File: src/rtl/circ_agen_pkg.sv
// Shared definitions for the circular address generator.
package circ_agen_pkg;

    // Register select codes of the write port
    typedef enum logic [1:0] {
        FLD_PTR   = 2'd0,
        FLD_STEP  = 2'd1,
        FLD_SIZE  = 2'd2,
        FLD_START = 2'd3
    } fld_e;

endpackage

File: src/rtl/circ_wrap_calc.sv
// Next-pointer arithmetic for one circular buffer.
// Adds a signed step to the pointer, then folds the result back into
// [start, start+size) by one size, and only when size is non-zero.
// Assumes |step| <= size for folding to land inside the window; larger
// steps give the plain one-fold result. clk/rst_n serve only the checks.
module circ_wrap_calc #(
    parameter int AW = 32
) (
    input  logic          clk,
    input  logic          rst_n,
    input  logic [AW-1:0] ptr,
    input  logic [AW-1:0] step,
    input  logic [AW-1:0] size,
    input  logic [AW-1:0] start,
    output logic [AW-1:0] nxt
);
    localparam int EW = AW + 2;

    logic [EW-1:0] sum_e;
    logic [EW-1:0] lim_e;
    logic [EW-1:0] start_e;

    // Untruncated sum and window end, then a single fold in the step's direction
    always_comb begin
        start_e = {2'b00, start};
        lim_e   = start_e + {2'b00, size};
        sum_e   = {2'b00, ptr} + {{2{step[AW-1]}}, step};
        nxt     = sum_e[AW-1:0];
        if (size != '0) begin
            if (!step[AW-1]) begin
                if ($signed(sum_e) >= $signed(lim_e)) nxt = sum_e[AW-1:0] - size;
            end else if ($signed(sum_e) < $signed(start_e)) begin
                nxt = sum_e[AW-1:0] + size;
            end
        end
    end

    // Check-side view: window bounds and step magnitude
    logic [AW:0]   win_end;
    logic [AW-1:0] step_mag;
    logic          pre_ok;
    logic          post_in;
    assign win_end  = {1'b0, start} + {1'b0, size};
    assign step_mag = step[AW-1] ? (~step + 1'b1) : step;
    assign pre_ok   = (size != '0) && !win_end[AW] && (ptr >= start) &&
                      ({1'b0, ptr} < win_end) && (step_mag <= size);
    assign post_in  = (nxt >= start) && ({1'b0, nxt} < win_end);

    // an in-window pointer with a legal step stays in the window
    a_r5_r6_stays_in_window: assert property (@(posedge clk) disable iff (!rst_n)
        pre_ok |-> post_in);

    // a zero size gives the plain modular sum
    a_r4_linear_zero_size: assert property (@(posedge clk) disable iff (!rst_n)
        (size == '0) |-> (nxt == AW'(ptr + step)));

endmodule

File: src/rtl/circ_agen.sv
// One circular address generator unit with NSETS register sets.
// A request issues the chosen set's pointer on a registered output and
// post-steps that pointer. A same-set write in the same cycle suppresses
// the step. Assumes set numbers are below NSETS.
module circ_agen
    import circ_agen_pkg::*;
#(
    parameter int AW    = 32,
    parameter int NSETS = 4,
    localparam int SW   = (NSETS > 1) ? $clog2(NSETS) : 1
) (
    input  logic          clk,
    input  logic          rst_n,
    input  logic          wr_en,
    input  logic [SW-1:0] wr_set,
    input  logic [1:0]    wr_field,
    input  logic [AW-1:0] wr_data,
    input  logic          req_vld,
    input  logic [SW-1:0] req_set,
    input  logic [SW-1:0] req_msel,
    output logic [AW-1:0] addr,
    output logic          addr_vld
);
    logic [AW-1:0] ptr_v   [NSETS];
    logic [AW-1:0] step_v  [NSETS];
    logic [AW-1:0] size_v  [NSETS];
    logic [AW-1:0] start_v [NSETS];
    logic [AW-1:0] nxt_ptr;

    circ_wrap_calc #(.AW(AW)) u_wrap (
        .clk   (clk),
        .rst_n (rst_n),
        .ptr   (ptr_v[req_set]),
        .step  (step_v[req_msel]),
        .size  (size_v[req_set]),
        .start (start_v[req_set]),
        .nxt   (nxt_ptr)
    );

    for (genvar s = 0; s < NSETS; s++) begin : g_set
        logic [AW-1:0] ptr_r, step_r, size_r, start_r;
        logic          hit_w, step_w;
        assign hit_w  = wr_en && (wr_set == SW'(s));
        assign step_w = req_vld && (req_set == SW'(s)) && !hit_w;

        // Register write (with priority) or post-step of this set's pointer
        always_ff @(posedge clk) begin
            if (!rst_n) begin
                ptr_r   <= '0;
                step_r  <= '0;
                size_r  <= '0;
                start_r <= '0;
            end else if (hit_w) begin
                case (wr_field)
                    FLD_PTR:   ptr_r  <= wr_data;
                    FLD_STEP:  step_r <= wr_data;
                    FLD_SIZE:  size_r <= wr_data;
                    default: begin
                        start_r <= wr_data;
                        ptr_r   <= wr_data;
                    end
                endcase
            end else if (step_w) begin
                ptr_r <= nxt_ptr;
            end
        end

        assign ptr_v[s]   = ptr_r;
        assign step_v[s]  = step_r;
        assign size_v[s]  = size_r;
        assign start_v[s] = start_r;
    end

    // Registered address output; holds its value while idle
    always_ff @(posedge clk) begin
        if (!rst_n) begin
            addr     <= '0;
            addr_vld <= 1'b0;
        end else begin
            addr_vld <= req_vld;
            if (req_vld) addr <= ptr_v[req_set];
        end
    end

    // a request yields a valid address equal to the old pointer
    a_r2_issue_old_ptr: assert property (@(posedge clk) disable iff (!rst_n)
        req_vld |=> (addr_vld && (addr == $past(ptr_v[req_set]))));

    // an idle cycle drops valid and holds the address
    a_r2_idle_holds: assert property (@(posedge clk) disable iff (!rst_n)
        !req_vld |=> (!addr_vld && $stable(addr)));

    // a same-set step write during a request leaves the pointer unstepped
    a_r8_write_wins: assert property (@(posedge clk) disable iff (!rst_n)
        (req_vld && wr_en && (wr_set == req_set) && (wr_field == FLD_STEP))
        |=> (ptr_v[$past(req_set)] == $past(ptr_v[req_set])));

    // a window-start write also loads the pointer
    a_r7_start_loads_ptr: assert property (@(posedge clk) disable iff (!rst_n)
        (wr_en && (wr_field == FLD_START))
        |=> ((ptr_v[$past(wr_set)] == $past(wr_data)) &&
             (start_v[$past(wr_set)] == $past(wr_data))));

endmodule

File: src/rtl/circ_agen_dual.sv
// Two independent circular address generator units side by side, so two
// operand addresses can be issued per cycle. Ports are flattened per unit,
// with unit g in slice g of each vector.
module circ_agen_dual #(
    parameter int AW    = 32,
    parameter int NSETS = 4,
    parameter int NGEN  = 2,
    localparam int SW   = (NSETS > 1) ? $clog2(NSETS) : 1
) (
    input  logic             clk,
    input  logic             rst_n,
    input  logic [NGEN-1:0]    wr_en,
    input  logic [NGEN*SW-1:0] wr_set,
    input  logic [NGEN*2-1:0]  wr_field,
    input  logic [NGEN*AW-1:0] wr_data,
    input  logic [NGEN-1:0]    req_vld,
    input  logic [NGEN*SW-1:0] req_set,
    input  logic [NGEN*SW-1:0] req_msel,
    output logic [NGEN*AW-1:0] addr,
    output logic [NGEN-1:0]    addr_vld
);
    for (genvar g = 0; g < NGEN; g++) begin : g_unit
        circ_agen #(.AW(AW), .NSETS(NSETS)) u_agen (
            .clk      (clk),
            .rst_n    (rst_n),
            .wr_en    (wr_en[g]),
            .wr_set   (wr_set[g*SW +: SW]),
            .wr_field (wr_field[g*2 +: 2]),
            .wr_data  (wr_data[g*AW +: AW]),
            .req_vld  (req_vld[g]),
            .req_set  (req_set[g*SW +: SW]),
            .req_msel (req_msel[g*SW +: SW]),
            .addr     (addr[g*AW +: AW]),
            .addr_vld (addr_vld[g])
        );
    end

endmodule

File: config.mk
export PLATFORM = sky130hd
export DESIGN_NAME = circ_agen_dual
export DESIGN_NICKNAME = d
export VERILOG_FILES = /design/src/rtl/circ_agen_pkg.sv /design/src/rtl/circ_wrap_calc.sv /design/src/rtl/circ_agen.sv /design/src/rtl/circ_agen_dual.sv
export SDC_FILE = /design/constraint.sdc
export NUM_CORES = 2
export LEC_CHECK = 0
export BUFFER_PORTS_ARGS = -buffer_cell sky130_fd_sc_hd__buf_4
export CAP_MARGIN = 20
export CORE_MARGIN = 5
export CORE_UTILIZATION = 57
export CTS_CLUSTER_SIZE = 10
export DETAILED_ROUTE_END_ITERATION = 16
export PLACE_DENSITY_LB_ADDON = 0.15
export SETUP_SLACK_MARGIN = 0.1
export SLEW_MARGIN = 0
export SYNTH_ARGS = -nofsm -noshare
export SYNTH_HDL_FRONTEND = slang
export SYNTH_HIERARCHICAL = 1
export SYNTH_SLANG_ARGS = --single-unit
export TNS_END_PERCENT = 5
File: constraint.sdc
create_clock -name clk -period 16.1 [get_ports clk]
set_clock_uncertainty 0.05 [all_clocks]
set_input_delay 3.22 -clock clk [delete_from_list [all_inputs] [get_ports clk]]
set_output_delay 3.22 -clock clk [all_outputs]
set_load 0.01 [all_outputs]
==> impl_metrics.ini <==
[cts]
cts_buffer_depth = 3
cts-root-buf = clkbuf_16
clk_latency_ps = 740
holdBufCountCts = 0
post_cts_resized = 0
clkSinkCount = 1090
cts_tree = done
cts_setup_buffers = 0
htreeDepth = 4
clk_pin_slew_ps = 50
cts_buffers = 132

[synthesis]
synth_fp_nets = 8204
synth_edf_count = 0
synth.area.top_cells = dfxtp_1, nand2_1, mux4_2
synth_area_sq_mm = 0.06514
synth_most_common_cell = nand2_1
synth_area_leader_cell = dfxtp_1
synth.top_cell.area_share = 0.3350
synth_flop_cell = dfxtp_1
synth_common_cells = nand2_1, dfxtp_1, a21oi_1, nor2_1, clkbuf_1
yosys_register_bits = 1090
synthArstFlopShare = 0
synthCells = 7730
synth.avg_cell_area_sq_um = 8.427
ys_warn_count = 6
synth_cell_types = 107
yosysSeqAreaShare = 0.3350

[global_route]
grt_max_degree = 215
grt_usage = 0.3434
gr-total-overflow = 0
grt_pass1_vias = 55540
grt_pass1_wl_um = 331000
antenna_found_initial = 4

[final_layout]
drive_gt1_frac = 0.1099
synthToLayoutAreaGrowth_pct = 7.789
fillCellCount = 9948
num-nets-final = 7962

[routing]
drt_first_iter_violations = 6958
ant_nets = 0
wire_per_inst_um = 23.84
drcViolationCount = 0
viasPerCell = 6.462
firstDrtPassIters = 6
wl_um = 215600
vias = 58450

[worst_setup_path]
critPathKind = in -> reg
critPathCaptureType = register
crit_slowest_cell = buf_4
startpoint_type = input port
crit_required_ps = 16700
path_max_fanout = 55
arrival_ps = 12020
critPathMaxStageDelay_ps = 820

[power]
power_leakage_nw = 27.48
power_mw = 7.434
p_per_area_mw_per_mm2 = 105.9
ir_drop_mv = 0.1035

[die]
boundaryPins = 152
core-area_sq_mm = 0.1139
num_rows = 124
die_h_um = 348.1
die_w_um = 348.1
die-area_sq_mm = 0.1211
start_util = 0.5720

[placement]
place_congestion = 0.9807
portBuffers = 151
hpwl_um = 143600

[sta]
worst_pin_slew_ps = 1173
rsz0062_at_grt = false
relSlewSlack = 0.2100
finalCritPeriodShare = 0.7097
drv_slew = 0
setup_viol = 0
fmax_mhz = 87.52
setup_tns_ps = 0
hold_violations = 0
period_needed_ps = 11430

[status]
status = complete, no violations

[worst_hold_path]
hp-class = reg -> reg

[run]
cap_violations = 0
==> layout make-up <==
| type | instances | area, sq um | share of cell area |
|---|---|---|---|
| Timing Repair Buffer | 250 | 1946 | 0.02771 |
| Clock buffer | 158 | 3503 | 0.04989 |
| Antenna cell | 1 | 2.502 | 0.00003564 |
| Inverter | 261 | 996.0 | 0.01418 |
| Sequential cell | 1090 | 21820 | 0.3108 |
| Clock inverter | 20 | 327.8 | 0.004669 |
| Multi-Input combinational cell | 5753 | 39730 | 0.5658 |
| Tap cell | 1512 | 1892 | 0.02694 |
==> state kept, by name, indices dropped and copies added, names as in the netlist <==
signal and count:
g_unit.u_agen/g_set.ptr_r 256, g_unit.u_agen/g_set.step_r 256, g_unit.u_agen/addr_vld 2, g_unit.u_agen/g_set.start_r 256
g_unit.u_agen/g_set.size_r 256, g_unit.u_agen/addr 64
==> kinds of logic (layout without fill, tap and decap cells) <==
group / count (synthesis) / after routing / share of synthesized area
compound gates: 1925 / 1925 / 0.1906
buf+inv: 887 / 689 / 0.05753
xor+xnor: 212 / 212 / 0.02862
mux: 600 / 600 / 0.1416
flops: 1090 / 1090 / 0.3350
simple gates: 2626 / 2626 / 0.1709
fa+ha+maj: 390 / 390 / 0.07577
other cells: 0 / 1 / 0
==> cells in the final DEF (no fill, tap or decap), types with 20 or more instances in the layout <==
master / count
xnor2_1: 153
nand2_1: 1678
nor2b_1: 41
xor2_1: 58
inv_1: 256
nand3_1: 48
o21bai_1: 52
a21o_1: 107
a31oi_1: 23
nand2b_1: 46
a221oi_2: 61
o21ai_0: 154
and3_1: 21
nand4_1: 50
clkbuf_16: 134
mux2i_1: 333
a21oi_1: 1051
o22ai_1: 27
ha_1: 380
o21a_1: 25
a221oi_1: 206
o211ai_1: 20
mux4_2: 256
dfxtp_1: 1090
nor3_1: 55
buf_4: 242
nor2_1: 496
nor4_1: 31
or3_1: 22
==> final timing paths <==
kind | slack (ps) | end | cells past startpoint | from
hold reg to reg | 400 | g_unit[0].u_agen/g_set[2].start_r[6] | 2 | g_unit[0].u_agen/g_set[2].start_r[6]
setup reg to reg | 7730 | g_unit[1].u_agen/g_set[0].ptr_r[24] | 28 | g_unit[1].u_agen/g_set[0].ptr_r[0]
hold / removal | 400 | g_unit[0].u_agen/g_set[2].start_r[6] | 2 | g_unit[0].u_agen/g_set[2].start_r[6]
setup / recovery | 4670 | g_unit[1].u_agen/g_set[0].ptr_r[24] | 29 | req_set[3]
==> layer usage <==
metal  vias up  track usage  part of all wire
li1      26830            -                 -
met1     28350       0.5067              0.44
met2      2913       0.5063              0.42
met3       358      0.08042              0.12
met4         0      0.09059             0.023
met5         -            0                 0
==> critical path, delay by kind of cell <==
| kind | cells | cell delay [ps] |
|---|---|---|
| AOI/OAI and AO/OA | 15 | 3660 |
| and+or+nand+nor | 7 | 1800 |
| buffers and inverters | 3 | 1640 |
| muxes | 2 | 780 |
| adders and majority gates | 2 | 730 |
==> stage by stage <==
stage	cells	hold WS, ps	worst slack (ps)	utilization	area [sq um]
after floorplan	7730	383.1	6082	-	65140
after global placement	8865	388.5	4193	0.5828	66370
after detailed placement	8865	393.7	4262	0.5828	66370
after CTS	9043	400.8	5031	0.6164	70200
after global routing	9044	410.5	4231	0.6166	70210
final	9045	398.8	4674	0.6166	70220
==> power breakdown <==
part           internal (mW)  switching (mW)
clock                   1.57            1.16
sequential              2.79          0.0468
combinational          0.698            1.18
total                   5.05            2.38
Power figures use the tool's default switching activity.
